==> src/rtl/pd_pkg.sv <==
package pd_pkg;
  typedef enum logic [1:0] {PD_IDLE, PD_DISCH, PD_COUNT} pd_state_e;
endpackage

==> src/rtl/pd_prescaler.sv <==
module pd_prescaler #(
  parameter int DIV_W = 16
) (
  input  logic             clk,
  input  logic             rst,
  input  logic             clear,
  input  logic             run,
  input  logic [DIV_W-1:0] div,
  output logic             tick
);
  logic [DIV_W-1:0] presc_q;

  assign tick = run && (presc_q == div);

  always_ff @(posedge clk) begin
    if (rst || clear) presc_q <= '0;
    else if (run)     presc_q <= (presc_q == div) ? '0 : presc_q + 1'b1;
  end
endmodule

==> src/rtl/pd_sequencer.sv <==
module pd_sequencer import pd_pkg::*; #(
  parameter int CNT_W       = 8,
  parameter int DISCH_TICKS = 8
) (
  input  logic             clk,
  input  logic             rst,
  input  logic             start,
  input  logic             tick,
  output pd_state_e        state,
  output logic [CNT_W-1:0] count
);
  localparam int DC_W = (DISCH_TICKS > 1) ? $clog2(DISCH_TICKS) : 1;
  localparam logic [DC_W-1:0]  DC_LAST = DC_W'(DISCH_TICKS - 1);
  localparam logic [CNT_W-1:0] CNT_MAX = {CNT_W{1'b1}};

  logic [DC_W-1:0] dcnt_q;

  always_ff @(posedge clk) begin
    if (rst) begin
      state  <= PD_IDLE;
      dcnt_q <= '0;
      count  <= '0;
    end else if (start) begin
      state  <= PD_DISCH;
      dcnt_q <= '0;
      count  <= '0;
    end else if (tick) begin
      case (state)
        PD_DISCH: begin
          dcnt_q <= dcnt_q + 1'b1;
          if (dcnt_q == DC_LAST) state <= PD_COUNT;
        end
        PD_COUNT: if (count != CNT_MAX) count <= count + 1'b1;
        default: ;
      endcase
    end
  end
endmodule

==> src/rtl/pd_pad_filter.sv <==
module pd_pad_filter #(
  parameter int FILT_LEN = 3
) (
  input  logic clk,
  input  logic rst,
  input  logic pad_raw,
  output logic level
);
  localparam int HW = (FILT_LEN > 1) ? FILT_LEN - 1 : 1;

  logic          s1_q, s2_q;
  logic [HW-1:0] hist_q;
  logic [HW:0]   window;

  assign window = {hist_q, s2_q};

  always_ff @(posedge clk) begin
    if (rst) begin
      s1_q   <= 1'b1;
      s2_q   <= 1'b1;
      hist_q <= '1;
      level  <= 1'b1;
    end else begin
      s1_q   <= pad_raw;
      s2_q   <= s1_q;
      hist_q <= HW'(window);
      if (&window[FILT_LEN-1:0])       level <= 1'b1;
      else if (~|window[FILT_LEN-1:0]) level <= 1'b0;
    end
  end
endmodule

==> src/rtl/paddle_digitizer.sv <==
module paddle_digitizer import pd_pkg::*; #(
  parameter int CNT_W       = 8,
  parameter int DIV_W       = 16,
  parameter int DISCH_TICKS = 8,
  parameter int FILT_LEN    = 3
) (
  input  logic               clk,
  input  logic               rst,
  input  logic               ctrl_we,
  input  logic [15:0]        ctrl_wdata,
  input  logic [DIV_W-1:0]   tick_div,
  input  logic [3:0]         pad_in,
  output logic [3:0]         pad_oe,
  output logic [3:0]         pad_out,
  output logic [2*CNT_W-1:0] result0,
  output logic [2*CNT_W-1:0] result1,
  output logic [15:0]        status
);
  localparam int NCH = 4;

  logic             start, tick, run, disch;
  logic [NCH-1:0]   oe_q, lvl_q, level;
  logic [CNT_W-1:0] count;
  logic [CNT_W-1:0] res_q [NCH];
  pd_state_e        seq_state;
  logic             unused_wbits;

  assign start        = ctrl_we & ctrl_wdata[0];
  assign unused_wbits = ^ctrl_wdata[7:1];
  assign run          = (seq_state != PD_IDLE);
  assign disch        = (seq_state == PD_DISCH);

  always_ff @(posedge clk) begin
    if (rst) begin
      oe_q  <= '0;
      lvl_q <= '0;
    end else if (ctrl_we) begin
      for (int i = 0; i < NCH; i++) begin
        oe_q[i]  <= ctrl_wdata[9 + 2*i];
        lvl_q[i] <= ctrl_wdata[8 + 2*i];
      end
    end
  end

  pd_prescaler #(.DIV_W(DIV_W)) u_presc (
    .clk(clk), .rst(rst), .clear(start), .run(run), .div(tick_div), .tick(tick)
  );

  pd_sequencer #(.CNT_W(CNT_W), .DISCH_TICKS(DISCH_TICKS)) u_seq (
    .clk(clk), .rst(rst), .start(start), .tick(tick), .state(seq_state), .count(count)
  );

  for (genvar ch = 0; ch < NCH; ch++) begin : g_chan
    pd_pad_filter #(.FILT_LEN(FILT_LEN)) u_filt (
      .clk(clk), .rst(rst), .pad_raw(pad_in[ch]), .level(level[ch])
    );
    always_ff @(posedge clk) begin
      if (rst)             res_q[ch] <= '0;
      else if (!level[ch]) res_q[ch] <= count;
    end
  end

  assign pad_oe  = oe_q | {NCH{disch}};
  assign pad_out = oe_q & lvl_q;
  assign result0 = {res_q[1], res_q[0]};
  assign result1 = {res_q[3], res_q[2]};

  always_comb begin
    status = '0;
    for (int i = 0; i < NCH; i++) status[8 + 2*i] = level[i];
  end
endmodule

==> config.mk <==
export PLATFORM = sky130hd
export DESIGN_NAME = paddle_digitizer
export DESIGN_NICKNAME = d
export VERILOG_FILES = /design/src/rtl/pd_pkg.sv /design/src/rtl/pd_prescaler.sv /design/src/rtl/pd_sequencer.sv /design/src/rtl/pd_pad_filter.sv /design/src/rtl/paddle_digitizer.sv
export SDC_FILE = /design/constraint.sdc
export NUM_CORES = 1
export LEC_CHECK = 0
export ABC_AREA = 1
export CAP_MARGIN = 20
export CORE_UTILIZATION = 40
export CTS_CLUSTER_DIAMETER = 60
export DETAILED_ROUTE_END_ITERATION = 10
export HOLD_SLACK_MARGIN = 0.12
export PLACE_DENSITY_LB_ADDON = 0.1
export SKIP_LAST_GASP = 1
export SYNTH_ARGS = -nofsm -noshare
export SYNTH_HDL_FRONTEND = slang
export SYNTH_SLANG_ARGS = --single-unit
==> constraint.sdc <==
create_clock -name clk -period 4.5 [get_ports clk]
set_clock_uncertainty 0.2 [all_clocks]
set_input_delay 1.35 -clock clk [delete_from_list [all_inputs] [get_ports clk]]
set_output_delay 1.35 -clock clk [all_outputs]
set_load 0.005 [all_outputs]
==> results of run 1 <==
==> metrics by stage <==
stage	std cells	setup slack [ns]	area [µm²]	hold slack, ns
3_5_place_dp	665	1.05	4730	0.195
4_1_cts	681	1.20	4910	0.210
5_1_grt	681	1.08	4910	0.234
6_report	681	1.23	4910	0.207
3_3_place_gp	665	1.05	4730	0.191
2_1_floorplan	485	1.94	3970	0.189
==> layout make-up <==
cell class | count | area share (%)
clock buffers | 10 | 2.60
well taps | 129 | 3.29
inverters | 60 | 4.59
multi-input cells | 310 | 30.1
repair buffers | 77 | 15.6
flip-flops and latches | 89 | 42.8
clock inverters | 6 | 0.994
==> logic make-up after synthesis <==
logic type	share of synthesized area [%]
simple gates	28.2
flops	53.5
buf+inv	10.0
compound gates	5.82
xor+xnor	1.11
fa+ha+maj	1.27
other cells	0.0954
==> worst paths after layout <==
| path | cells past startpoint | slack (ns) | endpoint |
|---|---|---|---|
| setup / recovery | 4 | 1.23 | pad_oe[3] |
| setup reg to reg | 13 | 2.52 | u_presc.presc_q[15] |
| hold / removal | 1 | 0.21 | g_chan[1].u_filt.s2_q |
| hold reg to reg | 1 | 0.21 | g_chan[1].u_filt.s2_q |
==> power breakdown <==
group          switching [W]  total (W)  internal, W
logic              0.0000523   0.000116    0.0000639
clock network       0.000298   0.000505     0.000207
registers         0.00000795   0.000858     0.000850
==> state kept, by name, indices dropped and copies added (netlist names) <==
| signal | count |
|---|---|
| g_chan.u_filt.level | 4 |
| lvl_q | 4 |
| oe_q | 4 |
| g_chan.u_filt.s1_q | 4 |
| res_q | 32 |
| u_seq.state | 2 |
| u_presc.presc_q | 16 |
| g_chan.u_filt.hist_q | 8 |
| u_seq.dcnt_q | 3 |
| u_seq.count | 8 |
| g_chan.u_filt.s2_q | 4 |
==> cells in the mapped netlist <==
library cell   n
nand2_1       95
nor2_1        87
dfxtp_1       57
inv_1         51
edfxtp_1      32
a21oi_1       20
o21ai_0       20
or2_2         20
buf_4         17
nor3_1        10
inv_2          9
clkbuf_1       8
nand3_1        8
nand4_1        5
nor2_2         5
nor2_4         5
xor2_1         5
ha_1           4
nand2_2        4
a211oi_1       2
nor3_4         2
nor4_1         2
a31oi_1        1
buf_6          1
conb_1         1
nand2_4        1
nand3_2        1
o21a_1         1
==> layer usage <==
metal,track usage (%),vias to the layer above,part of all wire (%)
met5,0,-,0
met4,5.24,0,1.3
met3,4.62,10,5.1
met2,24.0,80,44
met1,21.6,1338,50
li1,-,1607,-
==> metrics.csv, run 1 <==
stage,metric,value,unit
run_status,status,"finished, final reports clean",
synthesis,synthesized area per cell,8.29,µm²
critical_path,startpoint types,flop,
die,num ports,95,
die,Die Ht,101,µm
worst_hold_path,worst hold path type,reg2reg,
placed_design,dpl hpwl,5380,µm
critical_path,Buf/Inv on CP,2,
clocking,"Clk pin slew, worst setup/hold paths",0.10,ns
drt,Total Wirelength,7400,µm
grt,grt total ovfl,0,
drt,first drt pass iteration count,4,
die,CORE AREA,9370,µm²
clocking,# resized after CTS,0,
grt,pin count of the biggest net entering global routing,19,
cells_and_area,nets,590,
die,die footprint,10200,µm²
critical_path,kind of cell adding the most delay to the critical path,buffers and inverters,
synthesis,ranking of synthesized cells by area,"dfxtp_1 (29%), edfxtp_1 (24%), nand2_1 (9.1%)",
cells_and_area,most frequent cells in the layout,"nand2_1 (95), nor2_1 (87), clkdlybuf4s50_1 (75)",
clocking,CTS tree,yes,
critical_path,Worst EP required,2.95,ns
worst_hold_path,hold wc startpoint,g_chan[1].u_filt.s1_q,
critical_path,worst r2r src,u_presc.presc_q[12],
drt,Avg WL per Cell,10.9,µm
synthesis,Synth Instances,474,
drt,starting DRC count in detailed routing,112,
clocking,Skew-Pair Late Insertion Delay,0.35,ns
cells_and_area,register area,2100,µm²
job,MaxCap Viol Count,0,
clocking,Max Buffers Root-to-Sink,2,
placed_design,# port buffers,75,
cells_and_area,Area Growth Syn to Fin,24.8,%
synthesis,Synth area leader,dfxtp_1,
clocking,clk sinks,89,
clocking,Root Buffer,clkbuf_8,
critical_path,Worst path max stage delay,0.51,ns
grt,vias in the first global route,2755,
cells_and_area,Multi-input gate area,1480,µm²
cells_and_area,share of post-route cells with drive strength above 1,11.6,%
synthesis,sequential-to-total area share from yosys stat,53.5,%
pwr,cell leakage power,1.93,nW
die,Die X,101,µm
clocking,Post-CTS Setup Bufs,0,
synthesis,Mapped Area,3930,µm²
sta,fin. max-slew vios,0,
clocking,Hold Buf Count CTS,0,
die,Initial Util,41.9,%
clocking,CTS buffer count,9,
grt,Tot GR Track Use,15.8,%
synthesis,Yosys reg bits,89,
clocking,CTS H-tree depth,3,
cells_and_area,Fill cells,908,
die,Cell Rows,35,
critical_path,CP Cell Sequence,inv_1 > nor2_1 > or2_2 > clkdlybuf4s50_1,
cells_and_area,# diodes,0,
sta,final hold violation count,0,
drt,ANT nets after route,0,
grt,initial antenna violation count,0,
cells_and_area,final core occ,52.4,%
drt,DRC,0,
sta,RSZ-0062 raised after global routing,no,
critical_path,crit end category,output pin,
critical_path,crit path kind,reg2out,
placed_design,Placer Congestion,0.778,
sta,Tmin final,3.27,ns
sta,# setup viols final,0,
synthesis,Synth cell types,28,
drt,vias,3035,
pwr,Max VDD drop,0.167,mV
sta,Max Clk Rate,0.306,GHz
pwr,"Power, Total",0.00148,W
cells_and_area,"commonest non-fill, non-tap cell in the layout",nand2_1,
critical_path,Critical Path Start,u_seq.state[0],
sta,period utilization,72.7,%
critical_path,CP Data Arrival Time,1.72,ns
pwr,P per Cell Area,301,nW/µm²
critical_path,Max Fanout on Critical Path,5,
synthesis,post-synth top area share,29.0,%
sta,setup TNS,0,ns
drt,vias per cell,4.46,
critical_path,slowest CP cell,clkdlybuf4s50_1,
synthesis,Ys Warns,0,
grt,global-route wire length before repair,12500,µm
Power figures use the tool's default switching activity.
==> run 2: changes to the inputs <==
Clock period 4.5 ns to 2.72 ns, I/O delays scaled along.
==> metrics.csv, run 2 (synthesis results as in run 1) <==
stage,metric,value,unit,change
cells_and_area,Fill cells,917,,was 908
cells_and_area,largest reg by FF count,res_q,,unchanged
critical_path,Worst EP required,1.70,ns,was 2.95 ns
placed_design,# port buffers,75,,unchanged
die,Cell Rows,35,,unchanged
job,MaxCap Viol Count,0,,unchanged
drt,Metal-1 WL,3640,µm,was 3700 µm
critical_path,Max Fanout on Critical Path,5,,unchanged
drt,met3 WL,410,µm,was 380 µm
clocking,Root Buffer,clkbuf_8,,unchanged
placed_design,Placer Congestion,0.783,,was 0.778
drt,DRC,0,,unchanged
die,Die X,101,µm,unchanged
clocking,CTS buffer count,9,,unchanged
die,num ports,95,,unchanged
cells_and_area,most frequent cells in the layout,"nand2_1 (95), nor2_1 (86), clkdlybuf4s50_1 (75)",,"was nand2_1 (95), nor2_1 (87), clkdlybuf4s50_1 (75)"
grt,vias in the first global route,2713,,was 2755
die,CORE AREA,9370,µm²,unchanged
grt,initial antenna violation count,0,,unchanged
cells_and_area,Area Growth Syn to Fin,26.6,%,was 24.8%
grt,grt total ovfl,0,,unchanged
drt,vias per cell,4.37,,was 4.46
grt,global-route wire length before repair,12400,µm,was 12500 µm
pwr,cell leakage power,1.98,nW,was 1.93 nW
pwr,P per Cell Area,491,nW/µm²,was 301 nW/µm²
sta,# setup viols final,0,,unchanged
sta,Tmin final,2.61,ns,
placed_design,dpl hpwl,5610,µm,was 5380 µm
grt,Tot GR Track Use,15.8,%,about the same
cells_and_area,share of post-route cells with drive strength above 1,13.1,%,was 11.6%
worst_hold_path,worst hold path depth,1,,unchanged
clocking,# resized after CTS,1,,was 0
cells_and_area,register area,2100,µm²,about the same
drt,top sig layer,met4,,unchanged
sta,RSZ-0062 raised after global routing,no,,unchanged
run_status,status,"finished, final reports clean",,unchanged
die,die footprint,10200,µm²,unchanged
clocking,Post-CTS Setup Bufs,0,,unchanged
sta,setup TNS,0,ns,unchanged
drt,first drt pass iteration count,5,,was 4
clocking,CTS tree,yes,,unchanged
cells_and_area,max FFs per register,32,,unchanged
placed_design,DP Cell Count,672,,was 665
drt,starting DRC count in detailed routing,98,,was 112
critical_path,worst r2r path cells,12,,was 13
cells_and_area,"non-filler cells, final",688,,was 681
cells_and_area,nets,597,,was 590
sta,period utilization,95.8,%,
pwr,Max VDD drop,0.220,mV,was 0.167 mV
cells_and_area,# diodes,0,,unchanged
cells_and_area,"commonest non-fill, non-tap cell in the layout",nand2_1,,unchanged
drt,Total Wirelength,7480,µm,was 7400 µm
critical_path,startpoint types,flop,,unchanged
sta,Max Clk Rate,0.384,GHz,
sta,final hold violation count,0,,unchanged
drt,WL met2,3350,µm,was 3220 µm
critical_path,crit end category,output pin,,unchanged
worst_hold_path,worst hold path type,reg2reg,,unchanged
die,Die Ht,101,µm,unchanged
critical_path,CP Data Arrival Time,1.59,ns,was 1.72 ns
critical_path,crit path kind,reg2out,,unchanged
clocking,clk sinks,89,,unchanged
drt,ANT nets after route,0,,unchanged
grt,pin count of the biggest net entering global routing,18,,was 19
clocking,Skew-Pair Late Insertion Delay,0.35,ns,about the same
clocking,Hold Buf Count CTS,0,,unchanged
clocking,CTS H-tree depth,3,,unchanged
drt,vias,3004,,was 3035
die,Initial Util,41.9,%,unchanged
pwr,"Power, Total",0.00245,W,was 0.00148 W
drt,Avg WL per Cell,10.9,µm,about the same
clocking,"Clk pin slew, worst setup/hold paths",0.09,ns,was 0.10 ns
cells_and_area,leading registers by flop count,"res_q: 32 flops, u_presc.presc_q: 16 flops",,unchanged
clocking,Max Buffers Root-to-Sink,2,,unchanged
cells_and_area,Multi-input gate area,1480,µm²,about the same
sta,fin. max-slew vios,0,,unchanged
## run 2: where the power goes
group	leakage (nW)	internal [W]	total [W]	switching, W
sequential	0.804	0.00141	0.00142	0.0000133
clock	0.0927	0.000340	0.000825	0.000485
combinational	1.09	0.000113	0.000201	0.0000883
## run 2: final timing paths
check                        start                     to  slack [ns]
max                 u_seq.state[1]              pad_oe[1]        0.11
min          g_chan[1].u_filt.s1_q  g_chan[1].u_filt.s2_q        0.22
max reg2reg     u_presc.presc_q[0]    u_presc.presc_q[14]        0.82
min reg2reg  g_chan[1].u_filt.s1_q  g_chan[1].u_filt.s2_q        0.22
## run 2: layer usage
| layer | vias to the layer above | track usage (%) |
|---|---|---|
| met2 | 73 | 24.8 |
| li1 | 1621 | - |
| met3 | 7 | 3.66 |
| met5 | - | 0 |
| met4 | 0 | 7.02 |
| met1 | 1303 | 21.0 |
## run 2: layout make-up
cell class	count	area share, %
well taps	129	3.24
flip-flops and latches	89	42.2
clock inverters	7	1.01
repair buffers	84	16.7
multi-input cells	310	29.8
inverters	60	4.52
clock buffers	9	2.49
## run 2: stage by stage
step                util, %  hold WS (ns)  cell area [µm²]  worst slack, ns
finish                 53.1         0.215             4980            0.115
global route           53.1         0.233             4980           0.0311
CTS                    53.1         0.216             4970           0.0462
detailed placement     51.2         0.194             4800           0.0382
global placement       51.2         0.190             4800           0.0339
floorplan                 -         0.189             3970            0.694
## run 2: worst max-delay path, stage by stage, from the launching register on
cell and delay [ns]:
dfxtp_1 0.42, nor2_4 0.08, or2_2 0.27, clkdlybuf4s50_1 0.46
